`config.mk`:
```
export PLATFORM = sky130hd
export DESIGN_NAME = rx_occ_status
export DESIGN_NICKNAME = d
export VERILOG_FILES = /design/src/rtl/rxo_pkg.sv /design/src/rtl/rxo_mark_cmp.sv /design/src/rtl/rxo_track.sv /design/src/rtl/rxo_pack.sv /design/src/rtl/rx_occ_status.sv
export SDC_FILE = /design/constraint.sdc
export NUM_CORES = 1
export LEC_CHECK = 0
export BUFFER_PORTS_ARGS = -buffer_cell sky130_fd_sc_hd__buf_2
export CAP_MARGIN = 20
export CORE_MARGIN = 10
export CORE_UTILIZATION = 25
export DETAILED_ROUTE_END_ITERATION = 6
export SLEW_MARGIN = 20
export SYNTH_ARGS = -nofsm -noshare
export SYNTH_HDL_FRONTEND = slang
export SYNTH_HIERARCHICAL = 1
export SYNTH_SLANG_ARGS = --single-unit
```
`constraint.sdc`:
```
create_clock -name clk -period 2.5 [get_ports clk]
set_clock_uncertainty 0.2 [all_clocks]
set_input_delay 0 -clock clk [delete_from_list [all_inputs] [get_ports clk]]
set_output_delay 0 -clock clk [all_outputs]
set_load 0.02 [all_outputs]
```
`src/rtl/rxo_pkg.sv`:
```
package rxo_pkg;

    localparam int WORD_W    = 64;
    localparam int PKT_LSB   = 32;
    localparam int PKT_FLD_W = 16;
    localparam int BUSY_BIT  = 31;
    localparam int CMPL_BIT  = 30;
    localparam int MORE_BIT  = 29;
    localparam int EMPTY_BIT = 28;
    localparam int HIGH_BIT  = 27;
    localparam int LOW_BIT   = 26;

    typedef struct packed {
        logic low;
        logic busy;
        logic cmpl;
        logic more;
        logic empty_irq;
    } trk_t;

    localparam trk_t TRK_RST = '{low: 1'b1, busy: 1'b0, cmpl: 1'b0,
                                 more: 1'b0, empty_irq: 1'b0};

endpackage

```
`src/rtl/rxo_mark_cmp.sv`:
```
module rxo_mark_cmp #(
    parameter int W = 32
) (
    input  logic [W-1:0] occ,
    input  logic [W-1:0] high_mark,
    input  logic [W-1:0] low_mark,
    output logic         above_high,
    output logic         below_low
);
    // Both comparisons are unsigned byte counts.
    always_comb begin
        above_high = (occ > high_mark);
        below_low  = (occ < low_mark);
    end
endmodule

```
`src/rtl/rxo_track.sv`:
```
module rxo_track
    import rxo_pkg::*;
(
    input  logic clk,
    input  logic rst_n,
    input  logic copy_start,
    input  logic copy_done,
    input  logic copy_more,
    input  logic fifo_empty,
    input  logic above_high,
    input  logic below_low,
    output trk_t trk_q
);
    trk_t trk_d;

    always_comb begin
        trk_d           = trk_q;
        trk_d.empty_irq = 1'b0;
        if (copy_done) begin
            // Clearing on the high side has priority over setting.
            if (above_high)
                trk_d.low = 1'b0;
            else if (below_low)
                trk_d.low = 1'b1;
            trk_d.empty_irq = fifo_empty;
        end
        if (copy_start) begin
            trk_d.busy = 1'b1;
            trk_d.cmpl = 1'b0;
            trk_d.more = 1'b0;
        end else if (copy_done) begin
            trk_d.busy = 1'b0;
            trk_d.cmpl = 1'b1;
            trk_d.more = copy_more;
        end
    end

    always_ff @(posedge clk) begin
        if (!rst_n)
            trk_q <= TRK_RST;
        else
            trk_q <= trk_d;
    end

    // the flag only moves at a copy completion
    a_r7_low_holds: assert property (@(posedge clk) disable iff (!rst_n)
        !copy_done |=> $stable(trk_q.low));

    // an over-mark completion always clears the flag
    a_r6_high_clears: assert property (@(posedge clk) disable iff (!rst_n)
        copy_done && above_high |=> !trk_q.low);

    // busy and complete are never seen together
    a_r9_busy_cmpl_excl: assert property (@(posedge clk) disable iff (!rst_n)
        $onehot0({trk_q.busy, trk_q.cmpl}));

    // the pulse is always caused by an emptying completion
    a_r10_irq_cause: assert property (@(posedge clk) disable iff (!rst_n)
        trk_q.empty_irq |-> $past(copy_done && fifo_empty));

    // a start wins over a simultaneous done
    a_r12_start_wins: assert property (@(posedge clk) disable iff (!rst_n)
        copy_start |=> trk_q.busy && !trk_q.cmpl);
endmodule

```
`src/rtl/rxo_pack.sv`:
```
module rxo_pack
    import rxo_pkg::*;
#(
    parameter int PKT_W = 16
) (
    input  logic [PKT_W-1:0]  pend,
    input  trk_t              trk,
    input  logic              fifo_empty,
    input  logic              above_high,
    output logic [WORD_W-1:0] word
);
    logic [PKT_FLD_W-1:0] pkt_fld;

    generate
        if (PKT_W > PKT_FLD_W) begin : g_sat
            // Wider counter than the field: saturate.
            always_comb begin
                if (|pend[PKT_W-1:PKT_FLD_W])
                    pkt_fld = '1;
                else
                    pkt_fld = pend[PKT_FLD_W-1:0];
            end
        end else begin : g_ext
            always_comb pkt_fld = PKT_FLD_W'(pend);
        end
    endgenerate

    always_comb begin
        word                          = '0;
        word[PKT_LSB +: PKT_FLD_W]    = pkt_fld;
        word[BUSY_BIT]                = trk.busy;
        word[CMPL_BIT]                = trk.cmpl;
        word[MORE_BIT]                = trk.more;
        word[EMPTY_BIT]               = fifo_empty;
        word[HIGH_BIT]                = above_high;
        word[LOW_BIT]                 = trk.low;
    end
endmodule

```
`src/rtl/rx_occ_status.sv`:
```
module rx_occ_status
    import rxo_pkg::*;
#(
    parameter int OCC_W = 32,
    parameter int PKT_W = 16
) (
    input  logic              clk,
    input  logic              rst_n,
    input  logic [OCC_W-1:0]  fifo_occ,
    input  logic              fifo_empty,
    input  logic [PKT_W-1:0]  pend_pkts,
    input  logic [OCC_W-1:0]  high_mark,
    input  logic [OCC_W-1:0]  low_mark,
    input  logic              copy_start,
    input  logic              copy_done,
    input  logic              copy_more,
    output logic [WORD_W-1:0] status_word,
    output logic              empty_irq
);
    logic above_high;
    logic below_low;
    trk_t trk_q;

    rxo_mark_cmp #(.W(OCC_W)) u_cmp (
        .occ        (fifo_occ),
        .high_mark  (high_mark),
        .low_mark   (low_mark),
        .above_high (above_high),
        .below_low  (below_low)
    );

    rxo_track u_trk (
        .clk        (clk),
        .rst_n      (rst_n),
        .copy_start (copy_start),
        .copy_done  (copy_done),
        .copy_more  (copy_more),
        .fifo_empty (fifo_empty),
        .above_high (above_high),
        .below_low  (below_low),
        .trk_q      (trk_q)
    );

    rxo_pack #(.PKT_W(PKT_W)) u_pack (
        .pend       (pend_pkts),
        .trk        (trk_q),
        .fifo_empty (fifo_empty),
        .above_high (above_high),
        .word       (status_word)
    );

    assign empty_irq = trk_q.empty_irq;

    // the high bit in the word agrees with the raw ports
    a_r4_high_bit: assert property (@(posedge clk) disable iff (!rst_n)
        status_word[HIGH_BIT] == (fifo_occ > high_mark));

    // an under-mark completion (not above high) sets the flag
    a_r5_low_sets: assert property (@(posedge clk) disable iff (!rst_n)
        copy_done && (fifo_occ < low_mark) && !(fifo_occ > high_mark)
        |=> status_word[LOW_BIT]);
endmodule

```
==> results of run 1 <==
==> critical path, cell delays in order <==
cell and delay [ns]:
buf_2 0.12, ha_1 0.32, nand4_1 0.11, nor3_1 0.34, and3_1 0.27, o31ai_1 0.09
a22oi_1 0.21, and2_2 0.17, o21ai_1 0.05, dlygate4sd3_1 0.55
==> synthesized netlist by cell type <==
master     instances  area (um2)
nand3_1            5        25.0
inv_1             63         236
o21a_1             2        15.0
and4_1             4        35.0
and2_2             1        7.51
conb_1             1        3.75
nand4_1            6        37.5
buf_4             64         480
nor4_1             1        6.26
a22oi_1            1        7.51
nor2_1             9        33.8
dfxtp_1            5         100
o21ai_0            8        40.0
nand2b_1           3        18.8
a221o_1            3        30.0
and3_2             1        7.51
o211ai_1           3        22.5
a211oi_1           3        22.5
a21o_1             4        30.0
a221oi_1           3        26.3
o31ai_1            1        7.51
a21oi_1           22         110
and3_1             2        12.5
mux2i_1            1        10.0
nand2_1           18        67.6
nor3_1             2        10.0
o21ai_1            1        5.00
a2111oi_2          1        15.0
ha_1              63         788
nor2b_1            2        12.5
==> final cells by class <==
| type | instances | area [um2] | share of cell area [%] |
|---|---|---|---|
| inverter | 63 | 236 | 8.24 |
| tap | 108 | 135 | 4.71 |
| clock inverter | 1 | 5.00 | 0.174 |
| sequential | 5 | 100 | 3.49 |
| timing repair buffer | 133 | 791 | 27.6 |
| clock buffer | 3 | 41.3 | 1.44 |
| multi-input combinational | 212 | 1560 | 54.4 |
==> where the power goes <==
part,internal [uW],total (uW),switching [uW]
logic,194,450,256
clock network,108,153,45.9
registers,84.6,86.4,1.80
==> cell families after synthesis <==
family	after synthesis
flip-flops	5
multiplexers	1
adder cells (fa/ha/maj)	63
AND/OR/NAND/NOR	54
buffers and inverters	127
AO/OA/AOI/OAI	52
other	1
==> routing by layer <==
layer	track usage [%]	vias to the layer above	wire (um)
met5	0	-	0
met4	1.50	0	40
met3	3.41	4	747
met2	19.2	100	3680
met1	10.6	930	2790
li1	-	1142	-
==> repair_timing <==
action                    in CTS  in global routing
gates resized for setup        0                  0
hold endpoints to repair      21                  0
hold buffers                  25                  0
==> per-stage QoR <==
step / std cells / hold slack (ns) / utilization, % / total power, uW / cell area [um2]
after detailed placement: 496 / -0.200 / 29.7 / 485 / 2570
after global placement: 496 / -0.200 / 29.7 / 475 / 2570
after floorplan: 344 / -0.120 / - / 429 / 2380
after CTS: 525 / 0.265 / 33.1 / 695 / 2870
after global routing: 525 / 0.310 / 33.1 / 767 / 2870
final: 525 / 0.264 / 33.1 / 690 / 2870
==> worst max path at each step <==
stage / from / to / slack (ns) / cells after the start
4_1_cts: fifo_occ[30] / u_trk/trk_q[4]$_SDFFE_PN1P_ / 0.17 / 10
3_5_place_dp: fifo_occ[30] / u_trk/trk_q[4]$_SDFFE_PN1P_ / 0.49 / 9
3_3_place_gp: high_mark[7] / u_trk/trk_q[4]$_SDFFE_PN1P_ / 0.51 / 10
6_report: fifo_occ[30] / u_trk/trk_q[4]$_SDFFE_PN1P_ / 0.18 / 10
2_1_floorplan: high_mark[14] / u_trk/trk_q[4]$_SDFFE_PN1P_ / 0.80 / 9
5_1_grt: fifo_occ[30] / u_trk/trk_q[4]$_SDFFE_PN1P_ / 0.008 / 10
==> cell usage in the layout (no fill, tap or decap), types with 2 or more instances in the layout <==
cell type,Yosys,routed
a211oi_1,3,3
a21o_1,4,4
a21oi_1,22,22
a221o_1,3,3
a221oi_1,3,3
and3_1,2,2
and4_1,4,4
buf_2,0,108
clkbuf_8,0,3
conb_1,1,42
dfxtp_1,5,5
dlygate4sd3_1,0,25
ha_1,63,63
inv_1,63,63
nand2_1,18,18
nand2b_1,3,3
nand3_1,5,5
nand4_1,6,6
nor2_1,9,9
nor2b_1,2,2
nor3_1,2,2
o211ai_1,3,3
o21a_1,2,2
o21ai_0,8,8
==> reports/results.ini, run 1 <==
[hold_path]
min_to=u_trk/trk_q[2]$_SDFFE_PP0P_
holdPathStages=2
hold_path_class=reg2reg
min-delay-start=u_trk/trk_q[2]$_SDFFE_PP0P_

[status]
status=complete, no violations

[worst_setup_path]
startpoint_type=input port
r2r_cells=3
required_ns=2.41
timing.rr.start=u_trk/trk_q[3]$_SDFFE_PN0P_
r2r-end=u_trk/trk_q[3]$_SDFFE_PN0P_
path_max_fanout=4
end_kind=flop
rrSetupSlack_ns=1.03
worst-setup-path-type=in2reg
cp.arrival_ns=2.22

[clock_network]
cts_tree=done
cts_sinks=5
cts_setup_buffers=0
numCtsBuffers=3
h-tree-depth=1
path_clk_slew_ns=0.04
clock_latency_ns=0.22
cts-root-buf=clkbuf_8
cts_max_path_buffers=2

[drt]
wire_per_inst_um=13.8
first_iter_violations=74
drc=0
via_count=2176
postRouteAntennaNets=0
routed_wl_mm=7.26
dr.pass1.iters=4
vias_per_cell=4.14

[placement]
routabilityCongestion=0.747
port_buffers=108
dpl.hpwl_mm=6.37
dpl_worst_slack_ns=0.485

[synthesis]
synth_compound_area_share_pct=14.9
ys_seq_area_share_pct=4.50
syn-instance-count=303
yosys_warnings=6
synthSimpleGateAreaFrac_pct=12.3
synth.area.mux_share_pct=0.450
synth_fa_ha_area_share_pct=35.4
synth_top_family_by_area=adder cells
synth_seq_cells=5
syn_area_um2=2220
ys_types=30
synth_xor_area_share_pct=0
avgSynthCellArea_um2=7.34

[global_routing]
grt_overflow_total=0
grt_pass1_wl_mm=11.2
antenna_found_initial=0
grt_max_degree=7
grt_pass1_vias=2436
grt_usage_pct=10.1

[power]
powerDensity_nw_per_um2=240
p_leak_uw=0.00178
irDropWorstVdd_v=0.000117

[die]
fp-row-count=34
die_x_um=114
die_area_um2=13100
initial_core_util_pct=25.6
die_h_um=114
coreArea_um2=8680
ioPinCount=183

[final_layout]
drive_gt1_share_pct=27.6
num_antenna_cells=0
syn2layout_area_growth_pct=29.0
reg_top3=u_trk/trk_q x5
largest_reg_flops=5
nets=599
num-fill-cells=961
top_register=u_trk/trk_q

[job]
max-cap-violations=0

[timing]
period_needed_ns=2.32
period_share_pct=92.6
finalSetupViolCount=0
layout_setup_ws_ns=0.185
rsz0062_at_grt=no
finalSetupTns_ns=0
hold_viol=0
clock.fmax_mhz=432
slew_violations=0

(Power assumes the default switching activity.)
==> run 2, diff against run 1 <==
--- a/config.mk
+++ b/config.mk
@@ -7,7 +7,6 @@
 export LEC_CHECK = 0
 export BUFFER_PORTS_ARGS = -buffer_cell sky130_fd_sc_hd__buf_2
 export CAP_MARGIN = 20
-export CORE_MARGIN = 10
 export CORE_UTILIZATION = 25
 export DETAILED_ROUTE_END_ITERATION = 6
 export SLEW_MARGIN = 20
==> reports/results.ini, run 2 (synthesis results as in run 1) <==
[power]
power_frac_comb_pct=65.5
irDropWorstVdd_v=0.000110
p_int_uw=387
p_sw_uw=296
clkPwrFrac_pct=21.9
power_uw=683
p_sw_share_pct=43.3
p_seq_share_pct=12.7
powerDensity_nw_per_um2=238
p_leak_uw=0.00178

[timing]
finalSetupViolCount=0
finalSetupTns_ns=0
clock.fmax_mhz=429
period_needed_ns=2.33
layout_setup_ws_ns=0.171
hold_viol=0
slew_violations=0
period_share_pct=93.2
rsz0062_at_grt=no

[final_layout]
multi_input_area_um2=1570
final_common_cell=buf_2
num_antenna_cells=0
nets=599
top_register=u_trk/trk_q
num-fill-cells=938
fin_area_um2=2870
reg_top3=u_trk/trk_q x5
drive_gt1_share_pct=27.6
largest_reg_flops=5
seq_area_um2=100
syn2layout_area_growth_pct=29.2
mostFrequentLayoutCells=buf_2 (108), inv_1 (63), ha_1 (63), conb_1 (42), dlygate4sd3_1 (25)

[drt]
wire_per_inst_um=10.9
routed_wl_mm=5.72
vias_per_cell=4.15
postRouteAntennaNets=0
dr.pass1.iters=7
via_count=2178
drc=0
first_iter_violations=41

[clock_network]
cts_max_path_buffers=2
numCtsBuffers=3
cts-root-buf=clkbuf_8
clock_latency_ns=0.22
cts_sinks=5
path_clk_slew_ns=0.04
cts_setup_buffers=0
h-tree-depth=1
cts_tree=done

[hold_path]
min_to=u_trk/trk_q[2]$_SDFFE_PP0P_
hold_path_class=reg2reg
min-delay-start=u_trk/trk_q[2]$_SDFFE_PP0P_
holdPathStages=2

[placement]
dpl.hpwl_mm=4.93
port_buffers=108
routabilityCongestion=0.737
dpl_worst_slack_ns=0.399
postPlaceCellArea_um2=2570

[worst_setup_path]
r2r-end=u_trk/trk_q[3]$_SDFFE_PN0P_
rrSetupSlack_ns=1.02
startpoint_type=input port
worst-setup-path-type=in2reg
timing.rr.start=u_trk/trk_q[3]$_SDFFE_PN0P_
cp.arrival_ns=2.23
r2r_cells=3
end_kind=flop
path_max_fanout=4
required_ns=2.40

[global_routing]
grt_usage_pct=11.4
grt_max_degree=7
grt_overflow_total=0
grt_pass1_wl_mm=8.33
grt_pass1_vias=1957
antenna_found_initial=0

[die]
initial_core_util_pct=25.6
die_area_um2=9280
die_x_um=96.3
die_h_um=96.3
ioPinCount=183
coreArea_um2=8680
fp-row-count=34

[job]
max-cap-violations=0

[status]
status=complete, no violations

run 2: cell count changes in the layout (fill, tap and decap cells not counted), sizes merged:
cell    delta
clkbuf     +1
clkinv     -1
run 2: per-layer routing:
layer  wire [um]  track usage [%]
met4          21             1.47
met2        2950             23.0
met3         407            0.790
met5           0                0
met1        2330             13.2
run 2: per-stage QoR:
step / hold slack [ns] / std cells / util (%)
3_5_place_dp: -0.200 / 496 / 29.7
3_3_place_gp: -0.200 / 496 / 29.7
6_report: 0.255 / 525 / 33.1
5_1_grt: 0.271 / 525 / 33.1
4_1_cts: 0.257 / 525 / 33.1
2_1_floorplan: -0.120 / 344 / -
run 2: final cells by class:
class                   count  area share (%)
multi-input cells         212            54.5
repair buffers            133            27.5
inverters                  63            8.23
well taps                 108            4.70
flip-flops and latches      5            3.48
clock buffers               4            1.57
run 2: worst max path at each step:
| stage | startpoint | endpoint | slack, ns | cells past startpoint |
|---|---|---|---|---|
| floorplan | high_mark[14] | u_trk/trk_q[4]$_SDFFE_PN1P_ | 0.80 | 9 |
| global placement | fifo_occ[30] | u_trk/trk_q[4]$_SDFFE_PN1P_ | 0.48 | 9 |
| detailed placement | fifo_occ[30] | u_trk/trk_q[4]$_SDFFE_PN1P_ | 0.40 | 9 |
| CTS | fifo_occ[30] | u_trk/trk_q[4]$_SDFFE_PN1P_ | 0.07 | 10 |
| global route | fifo_occ[30] | u_trk/trk_q[4]$_SDFFE_PN1P_ | 0.02 | 10 |
| finish | fifo_occ[30] | u_trk/trk_q[4]$_SDFFE_PN1P_ | 0.17 | 10 |
run 2: worst max-delay path, stage by stage:
cell and delay (ns):
buf_2 0.12, ha_1 0.32, nand4_1 0.14, nor3_2 0.27, and3_1 0.27, o31ai_1 0.09
a22oi_1 0.24, and2_2 0.18, o21ai_1 0.05, dlygate4sd3_1 0.55
run 2: what timing repair did:
item / CTS / global route
gates resized for setup: 0 / 1
endpoints found under the hold margin: 21 / 0
hold buffers: 25 / 0
setup endpoints to repair: 0 / 1
run 2: power groups by stage:
stage | clock network, uW | registers, uW | logic, uW
after floorplan | 0 | 88.1 | 341
after global placement | 0 | 87.5 | 390
after detailed placement | 0 | 87.6 | 396
after CTS | 151 | 86.5 | 450
after global routing | 163 | 87.0 | 511
final | 149 | 86.5 | 447
==> run 3, diff against run 2 <==
--- a/config.mk
+++ b/config.mk
@@ -7,8 +7,9 @@
 export LEC_CHECK = 0
 export BUFFER_PORTS_ARGS = -buffer_cell sky130_fd_sc_hd__buf_2
 export CAP_MARGIN = 20
-export CORE_UTILIZATION = 25
+export CORE_UTILIZATION = 43
 export DETAILED_ROUTE_END_ITERATION = 6
+export PLACE_DENSITY = 0.88
 export SLEW_MARGIN = 20
 export SYNTH_ARGS = -nofsm -noshare
 export SYNTH_HDL_FRONTEND = slang
==> reports/results.ini, run 3 (synthesis results as in run 1) <==
[status]
status=complete, no violations

[die]
fp-row-count=25
initial_core_util_pct=45.9
die_area_um2=5460
die_x_um=73.9
coreArea_um2=4850
ioPinCount=183
die_h_um=73.9

[power]
powerDensity_nw_per_um2=239
power_uw=673
power_frac_comb_pct=65.7
p_seq_share_pct=12.9
p_sw_share_pct=42.4
p_sw_uw=285
p_leak_uw=0.00178
p_int_uw=387
clkPwrFrac_pct=21.4
irDropWorstVdd_v=0.000134

[hold_path]
holdPathStages=2
min-delay-start=u_trk/trk_q[2]$_SDFFE_PP0P_
hold_path_class=reg2reg
min_to=u_trk/trk_q[2]$_SDFFE_PP0P_

[placement]
routabilityCongestion=0.771
dpl_worst_slack_ns=0.517
port_buffers=108
postPlaceCellArea_um2=2520
dpl.hpwl_mm=4.41

[worst_setup_path]
required_ns=2.45
path_cells=buf_2 -> inv_1 -> ha_1 -> nand4_1 -> nor2_1 -> a221o_1 -> o31ai_1 -> a22oi_1 -> and2_2 -> o21ai_1 -> dlygate4sd3_1
worst_path_largest_cell_delay_ns=0.54
rrSetupSlack_ns=1.06
r2r_cells=3
end_kind=flop
worst-setup-path-type=in2reg
path_max_fanout=4
cp.arrival_ns=2.23
r2r-end=u_trk/trk_q[3]$_SDFFE_PN0P_
startpoint_type=input port
crit_slowest_cell=dlygate4sd3_1
timing.rr.start=u_trk/trk_q[3]$_SDFFE_PN0P_

[timing]
period_share_pct=90.8
clock.fmax_mhz=440
whs_ns=0.279
rsz0062_at_grt=no
hold_viol=0
period_needed_ns=2.27
finalSetupViolCount=0
finalSetupTns_ns=0
layout_setup_ws_ns=0.229
slew_violations=0

[final_layout]
top_register=u_trk/trk_q
num_antenna_cells=0
reg_top3=u_trk/trk_q x5
syn2layout_area_growth_pct=26.7
nets=599
drive_gt1_share_pct=27.3
fin_area_um2=2820
final_common_cell=buf_2
mostFrequentLayoutCells=buf_2 (108), inv_1 (63), ha_1 (63), conb_1 (42), dlygate4sd3_1 (25)
largest_reg_flops=5
num-fill-cells=460

[drt]
dr.pass1.iters=4
first_iter_violations=32
vias_per_cell=4.59
postRouteAntennaNets=0
routed_wl_mm=5.18
via_count=2221
drc=0
wire_per_inst_um=10.7

[global_routing]
grt_max_degree=7
grt_pass1_vias=2122
grt_usage_pct=18.6
grt_overflow_total=0
antenna_found_initial=0
grt_pass1_wl_mm=8.20

[clock_network]
cts_max_path_buffers=2
path_clk_slew_ns=0.03
cts-root-buf=clkbuf_8
numCtsBuffers=3
hold_buffers=25
cts_setup_buffers=0
clock_latency_ns=0.21
h-tree-depth=1
cts_tree=done
cts_sinks=5
cts.repair.resized=0

[job]
max-cap-violations=0

[run 3: cell counts in the layout (fill, tap and decap cells not counted)]
No cell type changed its count.
[run 3: layout make-up]
class,count,area (um2),area share [%]
inverter,63,236,8.39
clock buffer,4,45.0,1.60
tap,67,83.8,2.98
multi-input combinational,212,1560,55.4
sequential,5,100,3.55
timing repair buffer,133,791,28.1
[run 3: through the flow]
step,utilization [%],std cells
finish,58.1,484
detailed placement,52.0,455
global route,58.1,484
CTS,58.1,484
floorplan,-,344
global placement,52.0,455
[run 3: worst max-delay path: cells and delay by family]
family                     cells  cell delay, ns
AOI/OAI and AO/OA              4            0.77
buffers and inverters          3            0.65
and+or+nand+nor                3            0.50
adders and majority gates      1            0.31
[run 3: how the worst max path moves through the flow]
stage / end / slack [ns] / cells past startpoint / startpoint
floorplan: u_trk/trk_q[4]$_SDFFE_PN1P_ / 0.80 / 9 / high_mark[14]
global placement: u_trk/trk_q[4]$_SDFFE_PN1P_ / 0.50 / 10 / high_mark[14]
detailed placement: u_trk/trk_q[4]$_SDFFE_PN1P_ / 0.52 / 10 / high_mark[14]
CTS: u_trk/trk_q[4]$_SDFFE_PN1P_ / 0.21 / 11 / high_mark[14]
global route: u_trk/trk_q[4]$_SDFFE_PN1P_ / 0.1 / 11 / high_mark[14]
finish: u_trk/trk_q[4]$_SDFFE_PN1P_ / 0.23 / 11 / high_mark[14]
[run 3: power by group through the flow]
stage | sequential (uW) | clock, uW | combinational (uW)
6_report | 86.8 | 144 | 442
3_3_place_gp | 87.7 | 0 | 374
4_1_cts | 86.5 | 149 | 442
3_5_place_dp | 87.7 | 0 | 389
5_1_grt | 87.3 | 155 | 503
2_1_floorplan | 88.1 | 0 | 341
[run 3: routing by layer]
layer  track usage (%)  share of wire (%)
met1              19.4                 37
met2              39.1                 56
met3              2.33                5.8
met4              2.78               0.89
met5                 0                  0
